## src/rtl/irq_flag_pkg.sv

```systemverilog
package irq_flag_pkg;

  localparam int unsigned SRC_N  = 5;
  localparam int unsigned BUS_W  = 8;

  // Mask with the lowest n bits set, limited to 32 bits.
  function automatic logic [31:0] low_ones(input int unsigned n);
    logic [31:0] m;
    m = '0;
    for (int i = 0; i < 32; i++) begin
      if (i < n) m[i] = 1'b1;
    end
    return m;
  endfunction

  // Index of the lowest set bit of v, or 0 when v is empty.
  function automatic int unsigned lowest_set(input logic [31:0] v);
    int unsigned idx;
    idx = 0;
    for (int i = 31; i >= 0; i--) begin
      if (v[i]) idx = i;
    end
    return idx;
  endfunction

endpackage

```

## src/rtl/ifr_pend_stage.sv

```systemverilog
module ifr_pend_stage #(
  parameter int unsigned N = irq_flag_pkg::SRC_N
) (
  input  logic         clk,
  input  logic         rst_n,
  input  logic [N-1:0] post,
  input  logic [N-1:0] fold,
  input  logic         flush,
  output logic [N-1:0] pend_q
);

  // One parked bit per source; a new post always survives the same-cycle
  // fold or flush.
  for (genvar i = 0; i < N; i++) begin : g_bit
    always_ff @(posedge clk) begin
      if (!rst_n) pend_q[i] <= 1'b0;
      else        pend_q[i] <= post[i] | (~flush & pend_q[i] & ~fold[i]);
    end
  end

endmodule

```

## src/rtl/ifr_flag_reg.sv

```systemverilog
module ifr_flag_reg #(
  parameter int unsigned N = irq_flag_pkg::SRC_N
) (
  input  logic         clk,
  input  logic         rst_n,
  input  logic         wr,
  input  logic [N-1:0] wdata,
  input  logic [N-1:0] merge,
  input  logic [N-1:0] set,
  output logic [N-1:0] flag_q
);

  // Write replaces the base value; merged and immediate bits are ORed on top.
  function automatic logic [N-1:0] next_flags(
    input logic         w,
    input logic [N-1:0] d,
    input logic [N-1:0] cur,
    input logic [N-1:0] mrg,
    input logic [N-1:0] s
  );
    logic [N-1:0] base;
    base = w ? d : cur;
    return base | mrg | s;
  endfunction

  logic [N-1:0] flag_d;

  always_comb flag_d = next_flags(wr, wdata, flag_q, merge, set);

  always_ff @(posedge clk) begin
    if (!rst_n) flag_q <= '0;
    else        flag_q <= flag_d;
  end

endmodule

```

## src/rtl/ifr_prio_enc.sv

```systemverilog
module ifr_prio_enc #(
  parameter int unsigned N    = irq_flag_pkg::SRC_N,
  parameter int unsigned ID_W = (N > 1) ? $clog2(N) : 1
) (
  input  logic [N-1:0]    vec,
  output logic [ID_W-1:0] id,
  output logic            valid
);

  logic [31:0] wide;

  always_comb begin
    wide  = 32'(vec);
    id    = ID_W'(irq_flag_pkg::lowest_set(wide));
    valid = |vec;
  end

endmodule

```

## src/rtl/irq_flag_unit.sv

```systemverilog
module irq_flag_unit #(
  parameter int unsigned NUM_SRC = irq_flag_pkg::SRC_N,
  parameter int unsigned DATA_W  = irq_flag_pkg::BUS_W,
  parameter int unsigned ID_W    = (NUM_SRC > 1) ? $clog2(NUM_SRC) : 1
) (
  input  logic               clk,
  input  logic               rst_n,
  input  logic               cpu_wr_en,
  input  logic [DATA_W-1:0]  cpu_wr_data,
  output logic [DATA_W-1:0]  cpu_rd_data,
  input  logic [NUM_SRC-1:0] ie_mask,
  input  logic [NUM_SRC-1:0] req_direct,
  input  logic [NUM_SRC-1:0] req_defer,
  input  logic [NUM_SRC-1:0] src_fold,
  input  logic               cpu_step,
  input  logic               halted,
  output logic [NUM_SRC-1:0] irq_pending,
  output logic [ID_W-1:0]    irq_top_id,
  output logic               irq_top_valid,
  output logic               wake
);

  localparam int unsigned PAD_W = DATA_W - NUM_SRC;

  // Named internal events, visible to the bound checker.
  logic [NUM_SRC-1:0] flag_q;
  logic [NUM_SRC-1:0] pend_q;
  logic [NUM_SRC-1:0] fold_mask;
  logic [NUM_SRC-1:0] merge_bits;
  logic [NUM_SRC-1:0] visible_pend;

  always_comb begin
    fold_mask    = cpu_step ? {NUM_SRC{1'b1}} : src_fold;
    merge_bits   = cpu_wr_en ? '0 : (pend_q & fold_mask);
    visible_pend = halted ? '0 : pend_q;
  end

  ifr_pend_stage #(.N(NUM_SRC)) u_pend (
    .clk    (clk),
    .rst_n  (rst_n),
    .post   (req_defer),
    .fold   (fold_mask),
    .flush  (cpu_wr_en),
    .pend_q (pend_q)
  );

  ifr_flag_reg #(.N(NUM_SRC)) u_flags (
    .clk    (clk),
    .rst_n  (rst_n),
    .wr     (cpu_wr_en),
    .wdata  (cpu_wr_data[NUM_SRC-1:0]),
    .merge  (merge_bits),
    .set    (req_direct),
    .flag_q (flag_q)
  );

  always_comb begin
    irq_pending = ie_mask & (flag_q | visible_pend);
    wake        = |irq_pending;
    cpu_rd_data = {{PAD_W{1'b1}}, flag_q | pend_q};
  end

  ifr_prio_enc #(.N(NUM_SRC), .ID_W(ID_W)) u_prio (
    .vec   (irq_pending),
    .id    (irq_top_id),
    .valid (irq_top_valid)
  );

endmodule

```

## config.mk

```make
export PLATFORM = sky130hd
export DESIGN_NAME = irq_flag_unit
export DESIGN_NICKNAME = d
export VERILOG_FILES = /design/src/rtl/irq_flag_pkg.sv /design/src/rtl/ifr_pend_stage.sv /design/src/rtl/ifr_flag_reg.sv /design/src/rtl/ifr_prio_enc.sv /design/src/rtl/irq_flag_unit.sv
export SDC_FILE = /design/constraint.sdc
export NUM_CORES = 1
export LEC_CHECK = 0
export ABC_AREA = 1
export BUFFER_PORTS_ARGS = -buffer_cell sky130_fd_sc_hd__buf_2
export CAP_MARGIN = 20
export CORE_MARGIN = 5
export CORE_UTILIZATION = 39
export CTS_CLUSTER_DIAMETER = 200
export DETAILED_ROUTE_END_ITERATION = 16
export PLACE_DENSITY = 0.88
export SLEW_MARGIN = 5
export SYNTH_ARGS = -nofsm -noshare
export SYNTH_HDL_FRONTEND = slang
export SYNTH_SLANG_ARGS = --single-unit
```

## constraint.sdc

```tcl
create_clock -name clk -period 1.44 [get_ports clk]
set_clock_uncertainty 0.2 [all_clocks]
set_input_delay 0.072 -clock clk [delete_from_list [all_inputs] [get_ports clk]]
set_output_delay 0.072 -clock clk [all_outputs]
set_load 0.01 [all_outputs]
```

==> results of run 1 <==
-- metal layers --
layer  up-vias  wire, µm  part of all wire [%]  track usage, %
met3        12       225                   8.3            4.56
met5         -         0                     0               0
met2        69      1410                    52            39.9
li1        443         -                     -               -
met4         0        68                   2.5            8.51
met1       420      1000                    37            22.1
-- state kept, by name, indices dropped and copies added, names as in the netlist --
signal and flops:
u_flags.flag_q 5, u_pend.pend_q 5
-- power by group through the flow --
stage / clock, mW / sequential [mW] / combinational, mW
5_1_grt: 0.269 / 0.315 / 0.357
2_1_floorplan: 0 / 0.311 / 0.166
3_3_place_gp: 0 / 0.314 / 0.238
3_5_place_dp: 0 / 0.315 / 0.244
4_1_cts: 0.256 / 0.308 / 0.303
6_report: 0.258 / 0.313 / 0.330
-- worst max-delay path, cell delays in order, from the launching register on --
cell and delay, ns:
sky130_fd_sc_hd__dfxtp_2 0.33, sky130_fd_sc_hd__or2_4 0.26, sky130_fd_sc_hd__nand2_4 0.07, sky130_fd_sc_hd__nand2_4 0.06, sky130_fd_sc_hd__nor2_4 0.07, sky130_fd_sc_hd__nand2_2 0.05, sky130_fd_sc_hd__buf_2 0.13
-- per-stage QoR --
stage	utilization (%)	setup slack (ns)	total power [mW]	hold slack [ns]
finish	71.5	-0.0787	0.901	0.0111
global route	71.5	-0.150	0.941	0.0477
CTS	70.0	-0.0895	0.868	0.00347
detailed placement	53.0	0.158	0.559	0.0875
global placement	53.0	0.191	0.551	0.0784
floorplan	-	0.130	0.477	-0.0103
-- logic make-up (layout without fill, tap and decap cells) --
logic type | after synthesis | in the layout
AND/OR/NAND/NOR | 46 | 46
AO/OA/AOI/OAI | 19 | 19
other | 1 | 3
buffers and inverters | 22 | 88
flip-flops | 10 | 10
-- layout by cell type, fill, tap and decap left out, drive strengths merged --
master,synthesis,final
a21boi,1,1
a21oi,10,10
a31oi,6,6
buf,6,47
clkbuf,0,4
clkinv,1,1
conb,1,3
dfxtp,10,10
dlygate4sd3,0,21
inv,15,15
nand2,19,19
nand3,4,4
nand3b,3,3
nor2,15,15
nor3,1,1
o21a,2,2
or2,4,4
-- final cells by class --
| cell class | count | area [µm²] | area share [%] |
|---|---|---|---|
| well taps | 25 | 31.3 | 2.56 |
| flip-flops and latches | 10 | 208 | 17.0 |
| repair buffers | 68 | 453 | 37.1 |
| inverters | 16 | 62.6 | 5.12 |
| clock buffers | 4 | 36.3 | 2.97 |
| multi-input cells | 68 | 430 | 35.2 |
-- synth_stat cells --
| cell | n | area (µm²) |
|---|---|---|
| sky130_fd_sc_hd__conb_1 | 1 | 3.75 |
| sky130_fd_sc_hd__nand3_2 | 1 | 10.0 |
| sky130_fd_sc_hd__nand2_4 | 2 | 22.5 |
| sky130_fd_sc_hd__dfxtp_1 | 10 | 200 |
| sky130_fd_sc_hd__nand2_1 | 13 | 48.8 |
| sky130_fd_sc_hd__nor2_2 | 2 | 12.5 |
| sky130_fd_sc_hd__inv_4 | 1 | 6.26 |
| sky130_fd_sc_hd__nor3_2 | 1 | 10.0 |
| sky130_fd_sc_hd__o21a_1 | 2 | 15.0 |
| sky130_fd_sc_hd__inv_2 | 2 | 7.51 |
| sky130_fd_sc_hd__or2_2 | 2 | 12.5 |
| sky130_fd_sc_hd__nand3b_1 | 3 | 22.5 |
| sky130_fd_sc_hd__a21oi_1 | 8 | 40.0 |
| sky130_fd_sc_hd__nand3_1 | 2 | 10.0 |
| sky130_fd_sc_hd__nor2_1 | 13 | 48.8 |
| sky130_fd_sc_hd__a21boi_2 | 1 | 11.3 |
| sky130_fd_sc_hd__buf_4 | 4 | 30.0 |
| sky130_fd_sc_hd__a31oi_1 | 6 | 37.5 |
| sky130_fd_sc_hd__clkinv_1 | 1 | 3.75 |
| sky130_fd_sc_hd__a21oi_2 | 2 | 17.5 |
| sky130_fd_sc_hd__buf_6 | 2 | 22.5 |
| sky130_fd_sc_hd__or2_4 | 2 | 17.5 |
| sky130_fd_sc_hd__nand3_4 | 1 | 17.5 |
| sky130_fd_sc_hd__inv_1 | 12 | 45.0 |
| sky130_fd_sc_hd__nand2_2 | 4 | 25.0 |
-- worst max-delay path by stage --
stage / start / endpoint / slack, ns / cells after the start
floorplan: u_pend.pend_q[1] / wake / 0.13 / 6
global placement: u_pend.pend_q[1] / irq_top_valid / 0.19 / 6
detailed placement: u_pend.pend_q[1] / irq_top_valid / 0.16 / 6
CTS: u_pend.pend_q[0] / irq_top_valid / -0.09 / 6
global route: u_pend.pend_q[1] / wake / -0.15 / 6
finish: u_pend.pend_q[0] / irq_top_valid / -0.08 / 6
-- what timing repair did --
action                                  CTS  global route
pin swaps                                 2             0
gates cloned                              0             0
resized for setup                         7            11
hold buffers                             21             0
setup buffers                             3             0
hold endpoints to repair                 10             0
endpoints found under the setup margin    6             7
==> reports/summary.txt, run 1 <==
=====================================================================================================
Crit start category                                                                         flip-flop
Violations in the final reports                                                          negative setup slack
Routed wire length                                                                            2700 µm
Fmax                                                                                          658 MHz
Number of remaining DRC errors                                                                      0
Share of the synthesized netlist area taken by xor and xnor gates                                  0%
Placer's final routability congestion estimate                                                  0.708
Number of warnings printed during yosys synthesis                                                   0
Share of final-layout standard cells stronger than drive strength 1                             51.2%
Simple-gate area share of the yosys netlist                                                     36.9%
Arrival time of the worst setup path                                                          1.25 ns
Diode insertion count for antenna repair                                                            0
Global router's overall resource usage                                                          21.1%
CTS tree                                                                                          yes
Post-synthesis share of cell area spent on full adders, half adders and majority gates             0%
Number of filler cells placed in the layout                                                       121
Global route overflow                                                                               0
HP Start                                                                                     cpu_step
Vias per cell                                                                                    4.94
Post-synthesis register bit count                                                                  10
DPL Wire Length                                                                               1520 µm
Sort of element at the end of the critical path                                           output port
Fraction of power spent switching nets                                                          31.9%
CTS Root Cell                                                                            sky130_fd_sc_hd__clkbuf_4
Longest Clk Path Bufs                                                                               2
P&R area growth vs syn                                                                          74.9%
Initial DRC count                                                                                  34
Die Ht                                                                                        52.3 µm
Clock sink count                                                                                   10
Register share of total power                                                                   34.7%
Placement-stage cell area                                                                     905 µm²
Type of the setup path with the least slack                                              flip-flop to output port
Total standard cell area after synthesis                                                      698 µm²
Final design area excluding fillers                                                          1220 µm²
Total number of vias                                                                              944
Worst R2R Start                                                                          u_pend.pend_q[0]
Count of endpoints failing hold in the final timing report                                          0
Global-route wire length before repair                                                        4260 µm
Number of violations of the max-capacitance limit                                                   0
CTS HTree Levels                                                                                    1
Unrepaired setup endpoints after global routing                                                   yes
Clock Latency Late Sink                                                                       0.26 ns
Total Negative Setup Slacks                                                                 -0.343 ns
Maximum resistive drop on vdd                                                                  672 µV
Routed wirelength normalized by instance count                                                14.2 µm
Destination of the worst register-to-register timing path                                u_pend.pend_q[0]
Net Switching                                                                                  288 µW
Internal Power                                                                                 613 µW
Post-synthesis compound-gate area fraction                                                      17.4%
Endpoint required time on the critical path                                                   1.17 ns
Clock-pin slew on the worst setup and hold paths                                              0.07 ns
Period utilisation layout                                                                        105%
Final setup violation count                                                                         6
Sequential-to-total area share from yosys stat                                                  28.7%
Pwr/cell area                                                                              738 nW/µm²
Worst hold-check path type                                                               input pin to flip-flop
Iteration count of the initial detailed-routing pass                                                4
Number of top-level pins                                                                           51
Reg-to-reg slack, setup                                                                       0.37 ns
Number of global-route vias before repair                                                         933
Status                                                                                   finished, violations left
Std-Cell Rows                                                                                      15
Antenna violations before repair                                                                    0
Number of buffers created by CTS                                                                    3
Initial Util                                                                                    40.9%
Count of mapped cells out of synthesis                                                             98
Number of routed nets with antenna violations                                                       0
Final worst slack                                                                          -0.0787 ns
Clock share of power                                                                            28.7%
Non-filler instance count after layout                                                            191
R2R depth                                                                                           3
Placeable core region                                                                        1710 µm²
NumNets Final                                                                                     200
Port Buffer Count                                                                                  44
Critical-path maximum fanout                                                                        3
Pin count of the biggest net entering global routing                                               14
Time the worst path needs with I/O delays and setup                                           1.52 ns
Proportion of synthesized area in mux cells                                                        0%
Worst hold endpoint                                                                      u_pend.pend_q[1]
Dominant combinational cell family by area after synthesis                               simple AND/OR/NAND/NOR gates
Cell depth of the worst hold path                                                                   4
Post-Synthesis Mean Instance Area                                                            7.12 µm²
Die area                                                                                     2740 µm²
Die boundary width                                                                            52.3 µm
Total placed cells including tap cells                                                            163
Number of max-slew violations in the final report                                                   0
Leak Pwr                                                                                     0.633 nW
Number of different library cells in the post-synthesis netlist                                    25
Gate power share                                                                                36.6%
=====================================================================================================
Power figures use the tool's default switching activity.
==> inputs of run 2 (changes only) <==
--- a/config.mk
+++ b/config.mk
@@ -13,4 +13,5 @@
 export CTS_CLUSTER_DIAMETER = 200
 export DETAILED_ROUTE_END_ITERATION = 16
+export HOLD_SLACK_MARGIN = 0.06
 export PLACE_DENSITY = 0.88
 export SLEW_MARGIN = 5
==> constraint.sdc (replaced) <==
create_clock -name clk -period 1.44 [get_ports clk]
set_clock_uncertainty 0.2 [all_clocks]
set_input_delay 0.432 -clock clk [delete_from_list [all_inputs] [get_ports clk]]
set_output_delay 0.432 -clock clk [all_outputs]
set_load 0.01 [all_outputs]
==> reports/summary.txt, run 2 (synthesis results as in run 1) <==
==================================================================================
Status                                                                finished, violations left
Violations in the final reports                                       negative setup slack
Top Registers                                                         u_flags.flag_q: 5 flops, u_pend.pend_q: 5 flops
Unrepaired setup endpoints after global routing                                yes
CTS tree                                                                       yes
Die Ht                                                                     52.3 µm   unchanged
Time the worst path needs with I/O delays and setup                        1.88 ns   +0.357 ns
Pin count of the biggest net entering global routing                            14   unchanged
Die boundary width                                                         52.3 µm   unchanged
Iteration count of the initial detailed-routing pass                             4   unchanged
Total placed cells including tap cells                                         171   +4.9%
Placer's final routability congestion estimate                               0.758   +7.1%
Clock Latency Late Sink                                                    0.26 ns   about the same
NumNets Final                                                                  190   -5.0%
Total Negative Setup Slacks                                               -4.68 ns   -4.34 ns
Arrival time of the worst setup path                                       1.24 ns   about the same
Port Buffer Count                                                               44   unchanged
CTS Root Cell                                                         sky130_fd_sc_hd__clkbuf_4
Cell Chain, Critical Path                                             or2_4, nand2_4, nand2_4, nor3_2, buf_2
Final setup violation count                                                     15   +9
Count of endpoints failing hold in the final timing report                       0   unchanged
Number of global-route vias before repair                                      826   -11%
Clock-pin slew on the worst setup and hold paths                           0.07 ns   about the same
Commonest non-fill, non-tap cells in the layout                       sky130_fd_sc_hd__buf_2 (36), sky130_fd_sc_hd__buf_6 (13), sky130_fd_sc_hd__nor2_1 (12)
Number of top-level pins                                                        51   unchanged
Clock sink count                                                                10   unchanged
Routed wirelength normalized by instance count                             11.0 µm   -22%
Initial DRC count                                                               23   -32%
Maximum resistive drop on vdd                                               591 µV   -12%
Critical path buffers and inverters                                              1   unchanged
Final worst slack                                                        -0.436 ns   -0.357 ns
Antenna violations before repair                                                 0   unchanged
Number of violations of the max-capacitance limit                                0   unchanged
Period utilisation layout                                                     130%   +25 points
Number of buffers created by CTS                                                 3   unchanged
Diode insertion count for antenna repair                                         0   unchanged
Sort of element at the end of the critical path                        output port
Global route overflow                                                            0   unchanged
Critical path's most frequent cell                                    sky130_fd_sc_hd__nand2_4
Endpoint required time on the critical path                                0.81 ns   -0.36 ns
CP max stage delay                                                         0.32 ns   about the same
Non-filler instance count after layout                                         181   -5.2%
P&R area growth vs syn                                                       72.4%
Number of max-slew violations in the final report                                0   unchanged
Worst hold-check path type                                            input pin to flip-flop
PnR Total Power                                                             918 µW   +1.9%
Kind of cell with the highest combined delay on the critical path     simple AND/OR/NAND/NOR gates
Number of remaining DRC errors                                                   0   unchanged
Final Hold Slack                                                          0.170 ns   +0.159 ns
Placeable core region                                                     1710 µm²   unchanged
Type of the setup path with the least slack                           flip-flop to output port
Routed wire length                                                         1990 µm   -26%
Leading cell type in the layout, fill and taps excluded               sky130_fd_sc_hd__buf_2
Share of final-layout standard cells stronger than drive strength 1          65.4%   +14 points
Vias per cell                                                                 4.45   -9.9%
Fmax                                                                       533 MHz   -19%
Global-route wire length before repair                                     3240 µm   -24%
Worst slack at placement                                                 -0.422 ns   -0.580 ns
Crit start category                                                      flip-flop
Slowest stage cell, crit path                                         sky130_fd_sc_hd__dfxtp_2
DPL Wire Length                                                            1550 µm   +1.8%
Die area                                                                  2740 µm²   unchanged
Longest Clk Path Bufs                                                            2   unchanged
CTS HTree Levels                                                                 1   unchanged
Number of filler cells placed in the layout                                    134   +11%
Global router's overall resource usage                                       15.5%   -5.6 points
Std-Cell Rows                                                                   15   unchanged
Critical-path maximum fanout                                                     3   unchanged
Leak Pwr                                                                  0.633 nW   about the same
Number of routed nets with antenna violations                                    0   unchanged
Total number of vias                                                           806   -15%
Pwr/cell area                                                           763 nW/µm²   +3.4%
Initial Util                                                                 40.9%   unchanged
==================================================================================
-- run 2: stage by stage --
step | util (%) | area (µm²)
floorplan | - | 741
global placement | 58.5 | 1000
CTS | 68.1 | 1160
global route | 70.5 | 1200
finish | 70.5 | 1200
detailed placement | 58.5 | 1000
-- run 2: routing by layer --
metal	global-route usage (%)	vias up	share of wire, %
met2	28.9	35	53
li1	-	420	-
met4	6.81	0	1.2
met5	0	-	0
met3	2.85	3	7.8
met1	16.6	348	38
-- run 2: final timing paths --
check	start	endpoint	slack, ns	cells past startpoint
worst max register to register	u_pend.pend_q[3]	u_pend.pend_q[3]	0.35	4
worst min-delay path	req_defer[4]	u_pend.pend_q[4]	0.17	3
worst min register to register	u_flags.flag_q[2]	u_flags.flag_q[2]	0.30	2
worst max-delay path	u_pend.pend_q[0]	irq_top_id[2]	-0.44	5
-- run 2: final cells by class --
class                      count  area, µm²  area share, %
clock buffer                   4       36.3           3.01
multi-input combinational     68        450           37.4
timing repair buffer          58        394           32.7
inverter                      16       77.6           6.44
sequential                    10        214           17.8
tap                           25       31.3           2.60
-- run 2: repair_timing --
action	in CTS	in global routing
pin swaps	4	5
endpoints found under the setup margin	15	15
hold endpoints to repair	0	0
buffers inserted	5	3
gates resized for setup	29	10
hold buffers	0	0
-- run 2: where the power goes --
part / total [mW] / internal, mW / switching, mW
sequential: 0.313 / 0.298 / 0.0143
combinational: 0.349 / 0.183 / 0.166
clock: 0.256 / 0.154 / 0.103
total: 0.918 / 0.635 / 0.283
-- run 2: worst register-to-register path, stage by stage (launching register included) --
cell	delay (ns)
sky130_fd_sc_hd__dfxtp_4	0.36
sky130_fd_sc_hd__buf_6	0.11
sky130_fd_sc_hd__buf_4	0.12
sky130_fd_sc_hd__a31oi_1	0.15
sky130_fd_sc_hd__nor2_1	0.05
